`src/rtl/hub_chg_pkg.sv`:
```
package hub_chg_pkg;

   // Kinds of event tracked per port; the value is the group index in the record.
   typedef enum logic [1:0] {
      EVK_CONN   = 2'd0,
      EVK_BABBLE = 2'd1,
      EVK_RESUME = 2'd2
   } evt_kind_e;

   localparam int HUB_EVT_KINDS = 3;

   // Position of a (kind, port) flag inside the change record.
   function automatic int flag_index(input evt_kind_e kind, input int port, input int nports);
      return int'(kind) * nports + port;
   endfunction

endpackage

```
`src/rtl/hub_evt_qual.sv`:
```
module hub_evt_qual
   import hub_chg_pkg::*;
#(
   parameter int NUM_PORTS   = 4,
   parameter bit FORCE_MASKS = 1'b1,
   localparam int FLAG_W     = HUB_EVT_KINDS * NUM_PORTS
)(
   input  logic [NUM_PORTS-1:0] conn_chg_i,
   input  logic [NUM_PORTS-1:0] babble_i,
   input  logic [NUM_PORTS-1:0] resume_i,
   input  logic [NUM_PORTS-1:0] babble_en_i,
   input  logic [NUM_PORTS-1:0] resume_en_i,
   input  logic [NUM_PORTS-1:0] forced_i,
   output logic [FLAG_W-1:0]    set_req_o
);

   if (NUM_PORTS < 1 || NUM_PORTS > 16) begin : g_bad_ports
      $error("hub_evt_qual: NUM_PORTS must be 1..16");
   end

   for (genvar p = 0; p < NUM_PORTS; p++) begin : g_port
      logic conn_ok;

      // Variant choice: masking of connect changes by the forced flag.
      if (FORCE_MASKS) begin : g_mask
         assign conn_ok = conn_chg_i[p] & ~forced_i[p];
      end else begin : g_nomask
         assign conn_ok = conn_chg_i[p];
      end

      assign set_req_o[flag_index(EVK_CONN,   p, NUM_PORTS)] = conn_ok;
      assign set_req_o[flag_index(EVK_BABBLE, p, NUM_PORTS)] = babble_i[p] & babble_en_i[p];
      assign set_req_o[flag_index(EVK_RESUME, p, NUM_PORTS)] = resume_i[p] & resume_en_i[p];
   end

endmodule

```
`src/rtl/hub_flag_bank.sv`:
```
module hub_flag_bank #(
   parameter int FLAG_W   = 12,
   parameter bit SET_WINS = 1'b1
)(
   input  logic              clk,
   input  logic              rst_n,
   input  logic [FLAG_W-1:0] set_req_i,
   input  logic              clr_we_i,
   input  logic [FLAG_W-1:0] clr_bits_i,
   output logic [FLAG_W-1:0] flags_q_o,
   output logic [FLAG_W-1:0] flags_d_o
);

   if (FLAG_W < 1) begin : g_bad_width
      $error("hub_flag_bank: FLAG_W must be positive");
   end

   logic [FLAG_W-1:0] clr_mask;
   logic [FLAG_W-1:0] flags_q;

   assign clr_mask = clr_bits_i & {FLAG_W{clr_we_i}};

   for (genvar b = 0; b < FLAG_W; b++) begin : g_bit
      // Variant choice: which of set and clear has priority on a collision.
      if (SET_WINS) begin : g_set_first
         assign flags_d_o[b] = (flags_q[b] & ~clr_mask[b]) | set_req_i[b];
      end else begin : g_clr_first
         assign flags_d_o[b] = (flags_q[b] | set_req_i[b]) & ~clr_mask[b];
      end

      always_ff @(posedge clk) begin
         if (!rst_n) flags_q[b] <= 1'b0;
         else        flags_q[b] <= flags_d_o[b];
      end

      // a set flag survives unless a clear aimed at it was written.
      p_hold_until_clear_r6: assert property (@(posedge clk) disable iff (!rst_n)
         (flags_q[b] && !(clr_we_i && clr_bits_i[b])) |=> flags_q[b]);

      // a flag only drops after a matching clear write.
      p_fall_needs_clear_r6: assert property (@(posedge clk) disable iff (!rst_n)
         (flags_q[b] && !flags_d_o[b]) |-> (clr_we_i && clr_bits_i[b]));

      // an event colliding with a clear leaves the flag set.
      if (SET_WINS) begin : g_a_set_first
         p_set_beats_clear_r7: assert property (@(posedge clk) disable iff (!rst_n)
            (set_req_i[b] && clr_we_i && clr_bits_i[b]) |=> flags_q[b]);
      end
   end

   assign flags_q_o = flags_q;

endmodule

```
`src/rtl/hub_irq_pulse.sv`:
```
module hub_irq_pulse #(
   parameter int FLAG_W = 12
)(
   input  logic              clk,
   input  logic              rst_n,
   input  logic [FLAG_W-1:0] flags_q_i,
   input  logic [FLAG_W-1:0] flags_d_i,
   output logic              irq_o
);

   logic [FLAG_W-1:0] rising;
   logic              irq_q;

   assign rising = flags_d_i & ~flags_q_i;

   always_ff @(posedge clk) begin
      if (!rst_n) irq_q <= 1'b0;
      else        irq_q <= |rising;
   end

   assign irq_o = irq_q;

   // a request always accompanies at least one newly set flag.
   p_irq_has_new_flag_r8: assert property (@(posedge clk) disable iff (!rst_n)
      irq_q |-> ((flags_q_i & ~$past(flags_q_i)) != '0));

   // every newly set flag is accompanied by a request.
   p_new_flag_has_irq_r8: assert property (@(posedge clk) disable iff (!rst_n)
      ((flags_q_i & ~$past(flags_q_i)) != '0) |-> irq_q);

   // with nothing newly set the request stays low.
   p_no_irq_on_stale_r9: assert property (@(posedge clk) disable iff (!rst_n)
      (rising == '0) |=> !irq_q);

endmodule

```
`src/rtl/hub_chg_irq.sv`:
```
module hub_chg_irq
   import hub_chg_pkg::*;
#(
   parameter int NUM_PORTS = 4,
   parameter bit SET_WINS  = 1'b1
)(
   input  logic                              clk,
   input  logic                              rst_n,
   input  logic [NUM_PORTS-1:0]              conn_chg_i,
   input  logic [NUM_PORTS-1:0]              babble_i,
   input  logic [NUM_PORTS-1:0]              resume_i,
   input  logic [NUM_PORTS-1:0]              babble_en_i,
   input  logic [NUM_PORTS-1:0]              resume_en_i,
   input  logic [NUM_PORTS-1:0]              forced_i,
   input  logic                              clr_we_i,
   input  logic [HUB_EVT_KINDS*NUM_PORTS-1:0] clr_bits_i,
   output logic [HUB_EVT_KINDS*NUM_PORTS-1:0] chg_flags_o,
   output logic                              irq_o
);

   localparam int FLAG_W = HUB_EVT_KINDS * NUM_PORTS;

   logic [FLAG_W-1:0] set_req;
   logic [FLAG_W-1:0] flags_q;
   logic [FLAG_W-1:0] flags_d;

   hub_evt_qual #(
      .NUM_PORTS   (NUM_PORTS),
      .FORCE_MASKS (1'b1)
   ) u_qual (
      .conn_chg_i  (conn_chg_i),
      .babble_i    (babble_i),
      .resume_i    (resume_i),
      .babble_en_i (babble_en_i),
      .resume_en_i (resume_en_i),
      .forced_i    (forced_i),
      .set_req_o   (set_req)
   );

   hub_flag_bank #(
      .FLAG_W   (FLAG_W),
      .SET_WINS (SET_WINS)
   ) u_bank (
      .clk        (clk),
      .rst_n      (rst_n),
      .set_req_i  (set_req),
      .clr_we_i   (clr_we_i),
      .clr_bits_i (clr_bits_i),
      .flags_q_o  (flags_q),
      .flags_d_o  (flags_d)
   );

   hub_irq_pulse #(
      .FLAG_W (FLAG_W)
   ) u_irq (
      .clk       (clk),
      .rst_n     (rst_n),
      .flags_q_i (flags_q),
      .flags_d_i (flags_d),
      .irq_o     (irq_o)
   );

   assign chg_flags_o = flags_q;

   // reset clears the record and the request.
   p_reset_clears_r1: assert property (@(posedge clk)
      !rst_n |=> (chg_flags_o == '0 && !irq_o));

   for (genvar p = 0; p < NUM_PORTS; p++) begin : g_port_chk
      localparam int IC = NUM_PORTS * 0 + p;
      localparam int IB = NUM_PORTS * 1 + p;
      localparam int IR = NUM_PORTS * 2 + p;

      // a connect flag only rises after an unforced connect change.
      p_conn_rise_r3: assert property (@(posedge clk) disable iff (!rst_n)
         (!chg_flags_o[IC] ##1 chg_flags_o[IC]) |-> $past(conn_chg_i[p] && !forced_i[p]));

      // an unforced connect change sets its flag.
      p_conn_sets_r2: assert property (@(posedge clk) disable iff (!rst_n)
         (conn_chg_i[p] && !forced_i[p]) |=> chg_flags_o[IC]);

      // a babble flag only rises after an enabled babble event.
      p_babble_rise_r4: assert property (@(posedge clk) disable iff (!rst_n)
         (!chg_flags_o[IB] ##1 chg_flags_o[IB]) |-> $past(babble_i[p] && babble_en_i[p]));

      // a resume flag only rises after an enabled resume event.
      p_resume_rise_r5: assert property (@(posedge clk) disable iff (!rst_n)
         (!chg_flags_o[IR] ##1 chg_flags_o[IR]) |-> $past(resume_i[p] && resume_en_i[p]));
   end

endmodule

```
`config.mk`:
```
export PLATFORM = sky130hd
export DESIGN_NAME = hub_chg_irq
export DESIGN_NICKNAME = d
export VERILOG_FILES = /design/src/rtl/hub_chg_pkg.sv /design/src/rtl/hub_evt_qual.sv /design/src/rtl/hub_flag_bank.sv /design/src/rtl/hub_irq_pulse.sv /design/src/rtl/hub_chg_irq.sv
export SDC_FILE = /design/constraint.sdc
export NUM_CORES = 1
export LEC_CHECK = 0
export BUFFER_PORTS_ARGS = -buffer_cell sky130_fd_sc_hd__buf_2
export CORE_UTILIZATION = 36
export DETAILED_ROUTE_END_ITERATION = 8
export GPL_TIMING_DRIVEN = 0
export PLACE_DENSITY = 0.73
export SYNTH_ARGS = -nofsm -noshare
export SYNTH_HDL_FRONTEND = slang
export SYNTH_SLANG_ARGS = --single-unit
```
`constraint.sdc`:
```
create_clock -name clk -period 1.05 [get_ports clk]
set_input_delay 0.105 -clock clk [delete_from_list [all_inputs] [get_ports clk]]
set_output_delay 0.105 -clock clk [all_outputs]
set_load 0.1 [all_outputs]
```
Word level (Yosys, flattened, before mapping)
Index checks and enable logic that the tools add are counted.
Word-level totals
  output and inout bits: 13
  input port bits: 39
  word-level logic and storage cells: 69
  bits in registers: 13
Cells by class
  reduce and logical (&&, ||, !) cells: 1
  bitwise operators: 55
Operator list (number)
  1-bit AND: 24
  12-bit AND: 2
  1-bit NOT: 16
  12-bit NOT: 1
  1-bit OR: 12
  12-bit OR reduction: 1

Logic depth before layout (Yosys ltp)
  depth in word-level cells: 6
  mapped depth: 4
  depth with buffers taken out: 3

Modules after synthesis
A second synthesis with hierarchy kept.
Second synthesis, totals
  cells, all modules: 95
  area total of the unflattened synthesis: 844.6 µm²
By module, submodules not included
  hub_flag_bank: times used 1, cells an instance 62, seq. area each 240.2 µm², area an instance 586.8 µm²
  hub_evt_qual: times used 1, cells an instance 16, seq. area each 0.0 µm², area an instance 135.1 µm²
  hub_irq_pulse: times used 1, cells an instance 17, seq. area each 20.0 µm², area an instance 122.6 µm²

Worst setup path after synthesis
No wires, ideal clock.
  path kind: register -> register
  start point: register u_bank.flags_q[3] (netlist: u_bank.flags_q_o[3])
  end point: register u_irq.irq_q (netlist: u_irq.irq_o)
  path slack: -0.623 ns
  stages on the path, launching flop included: 4
  arrival time: 1.553 ns
  path buffers: 0
  setup time: 0.120 ns
  period minus slack after synthesis: 1.673 ns
  required time: 0.930 ns
  cell sequence: dfxtp_1 -> or3b_1 -> o2111ai_1 -> o31a_1
On the way
  longest elaborated chain between the ends: 4
  elaborated cells between the ends (all ways): 5
  those cells by class: bitwise (4); reduce/logical (1)
RTL lines
  start, declared: RTL line hub_flag_bank.sv:19  | logic [FLAG_W-1:0] flags_q;
  start signal, assigned by index: RTL line hub_flag_bank.sv:33  | else flags_q[b] <= flags_d_o[b];
  1-bit AND: RTL line hub_flag_bank.sv:26  | assign flags_d_o[b] = (flags_q[b] & ~clr_mask[b]) | set_req_i[b];
  1-bit OR: RTL line hub_flag_bank.sv:26
  12-bit AND (*): RTL line hub_irq_pulse.sv:14  | assign rising = flags_d_i & ~flags_q_i;
  12-bit OR reduction (*): RTL line hub_irq_pulse.sv:18  | else irq_q <= |rising;
  end signal, assigned: RTL line hub_irq_pulse.sv:18
  end, declared: RTL line hub_irq_pulse.sv:12  | logic irq_q;
Every way passes the cells marked *; elsewhere a longest branch is shown, timed or not.
A chain may end at the register's enable or synchronous reset.

Worst setup path in the final report
  start point: register u_bank.flags_q[2] (netlist: u_bank.flags_q_o[2])
  end point: register u_irq.irq_q (netlist: u_irq.irq_o)
The elaborated chain is that of the path after synthesis.

==> flow_summary.json <==
{
  "synthDominantCellAreaShare": 0.430,
  "rows": 14,
  "synth_fp_nets": 110,
  "synth_area_um2": 606,
  "dp_slack_ns": 0.0140,
  "critPathBufInv": 0,
  "hold_buffers": 0,
  "final_common_cell": "buf_2",
  "die_w_um": 43.0,
  "antenna_found_initial": 0,
  "critPathMaxStageDelay_ns": 0.39,
  "wl_per_cell_um": 11.6,
  "grt_pass1_vias": 680,
  "syn_avg_cell_area_um2": 8.53,
  "cts_buffers": 3,
  "nets": 166,
  "combinationalPowerShare": 0.360,
  "max_freq_ghz": 0.976,
  "root_buffer": "clkbuf_4",
  "place.detailed.hpwl_mm": 1.24,
  "viasPerCell": 4.92,
  "pin_count": 52,
  "vias": 698,
  "antenna_cells": 0,
  "final-setup-viol-count": 0,
  "switching_share": 0.383,
  "fin_util": 0.675,
  "slew_headroom": 0.742,
  "max_cap_viol_count": 0,
  "p_sw_mw": 0.516,
  "synth.area.top_cells": "dfxtp_1 (43%), nor2b_1 (13%), nand2_1 (11%), a22oi_1 (6.2%), nand3b_1 (6.2%)",
  "peakVddDrop_mv": 0.745,
  "syn2layout_area_growth_pct": 71.7,
  "clockBufferDepth": 2,
  "grt_usage": 0.203,
  "power_frac_clock": 0.238,
  "path_clk_slew_ns": 0.08,
  "yosysUniqueCellTypes": 12,
  "die_area_um2": 1850,
  "drtIter0Drc": 5,
  "p_int_mw": 0.830,
  "worstPathRequired_ns": 1.28,
  "yosys.area.top_type": "dfxtp_1",
  "cp-start-kind": "flop",
  "powerDensity_nw_per_um2": 1290,
  "syn_inst": 71,
  "initial_core_util": 0.393,
  "gp_congestion": 0.705,
  "cpMaxStageDelayCell": "or3b_1",
  "dr.pass1.iters": 2,
  "overflow": 0,
  "postCtsSetupBuffers": 0,
  "grt_first_pass_wirelength_mm": 2.73,
  "path_cells": "or3b_1, o2111ai_2, o31a_1",
  "synth_seq_cells": 13,
  "yosys_warnings": 0,
  "finalCritPeriodShare": 0.976,
  "drc_errors": 0,
  "die_h_um": 43.0,
  "grt_max_degree": 11,
  "finalNonFillerCells": 142,
  "detail-route-antenna-nets": 0,
  "finalClockSkew_ns": 0.00381,
  "dp_cells": 138,
  "drt-total-wl_mm": 1.65,
  "crit_family": "simple AND/OR/NAND/NOR gates",
  "finalMaxSlewViolations": 0,
  "power_frac_seq": 0.402,
  "hold_viol": 0,
  "worstPathMaxFanout": 3,
  "cts.sinks": 13,
  "cts_tree": "yes",
  "period_minus_slack_ns": 1.02,
  "worst_ep_arrival_time_ns": 1.25,
  "seq_area_frac_synth": 0.430,
  "path_class": "flop to flop",
  "setup_ws_ns": 0.0252,
  "run_status": "complete, no violations",
  "clock_latency_ns": 0.28,
  "port_buffers": 51,
  "core-area_um2": 1540,
  "mostFrequentLayoutCells": "buf_2 (39), nand2_1 (18), nor2b_1 (13)",
  "h-tree-depth": 1,
  "hold_class": "input port to flop",
  "fin_hold_ws_ns": 0.0888,
  "tightest_slew_ns": 0.388,
  "fin_setup_tns_ns": 0,
  "critical_path.endpoint_type": "flop",
  "p_leak_nw": 0.481,
  "drive_gt1_frac": 0.563
}
## power by group through the flow
stage	registers, mW	logic (mW)	clock network [mW]
2_1_floorplan	0.776	0.0881	0
3_3_place_gp	0.543	0.437	0
3_5_place_dp	0.545	0.441	0
4_1_cts	0.535	0.464	0.333
5_1_grt	0.545	0.515	0.358
6_report	0.541	0.484	0.320
## registers in the layout, indices dropped and copies added (netlist names)
register          count
u_irq.irq_o           1
u_bank.flags_q_o     12
## logic make-up after synthesis
logic type,after synthesis,share of synthesized area
AND/OR/NAND/NOR,40,0.366
flip-flops,13,0.430
buffers and inverters,2,0.0144
AO/OA/AOI/OAI,16,0.190
## cells in the mapped netlist
master,instances
o2111ai_1,3
or3b_1,4
nand3b_1,5
nor2b_1,13
a21oi_1,4
nand2_1,18
clkbuf_1,1
a22oi_1,5
buf_2,1
a21boi_0,3
dfxtp_1,13
o31a_1,1
## area by class of cell
type / instances / area (µm²)
Buffer: 2 / 8.76
Clock buffer: 4 / 26.3
Fill cell: 135 / 502
Multi-Input combinational cell: 56 / 354
Sequential cell: 13 / 305
Tap cell: 16 / 20.0
Timing Repair Buffer: 51 / 325
## worst register-to-register path, delay by kind of cell, from the launching register on
family	cells	cell delay, ns
compound gates	2	0.23
simple gates	1	0.39
flops	1	0.35
## final timing paths
| path | cells past startpoint | end | from | slack (ns) |
|---|---|---|---|---|
| worst min-delay path | 4 | u_bank.flags_q_o[6] | clr_bits_i[6] | 0.09 |
| worst max register to register | 3 | u_irq.irq_o | u_bank.flags_q_o[2] | 0.03 |
| worst min register to register | 2 | u_bank.flags_q_o[6] | u_bank.flags_q_o[6] | 0.50 |
| worst max-delay path | 3 | u_irq.irq_o | u_bank.flags_q_o[2] | 0.03 |
## per-stage QoR
step / instance area, µm² / power, mW
2_1_floorplan: 651 / 0.864
3_3_place_gp: 926 / 0.980
3_5_place_dp: 926 / 0.986
4_1_cts: 991 / 1.33
5_1_grt: 1040 / 1.42
6_report: 1040 / 1.35
## per-layer routing
metal,routed length (µm),GRT usage
met1,717,0.218
met2,837,0.339
met3,67,0.0553
met4,32,0.139
met5,0,0
## what timing repair did
action,CTS,global route
endpoints found under the setup margin,14,11
gates cloned,0,0
resized for setup,14,13
pin swaps,0,4
Note: power is estimated with default switching activity, not from simulation.
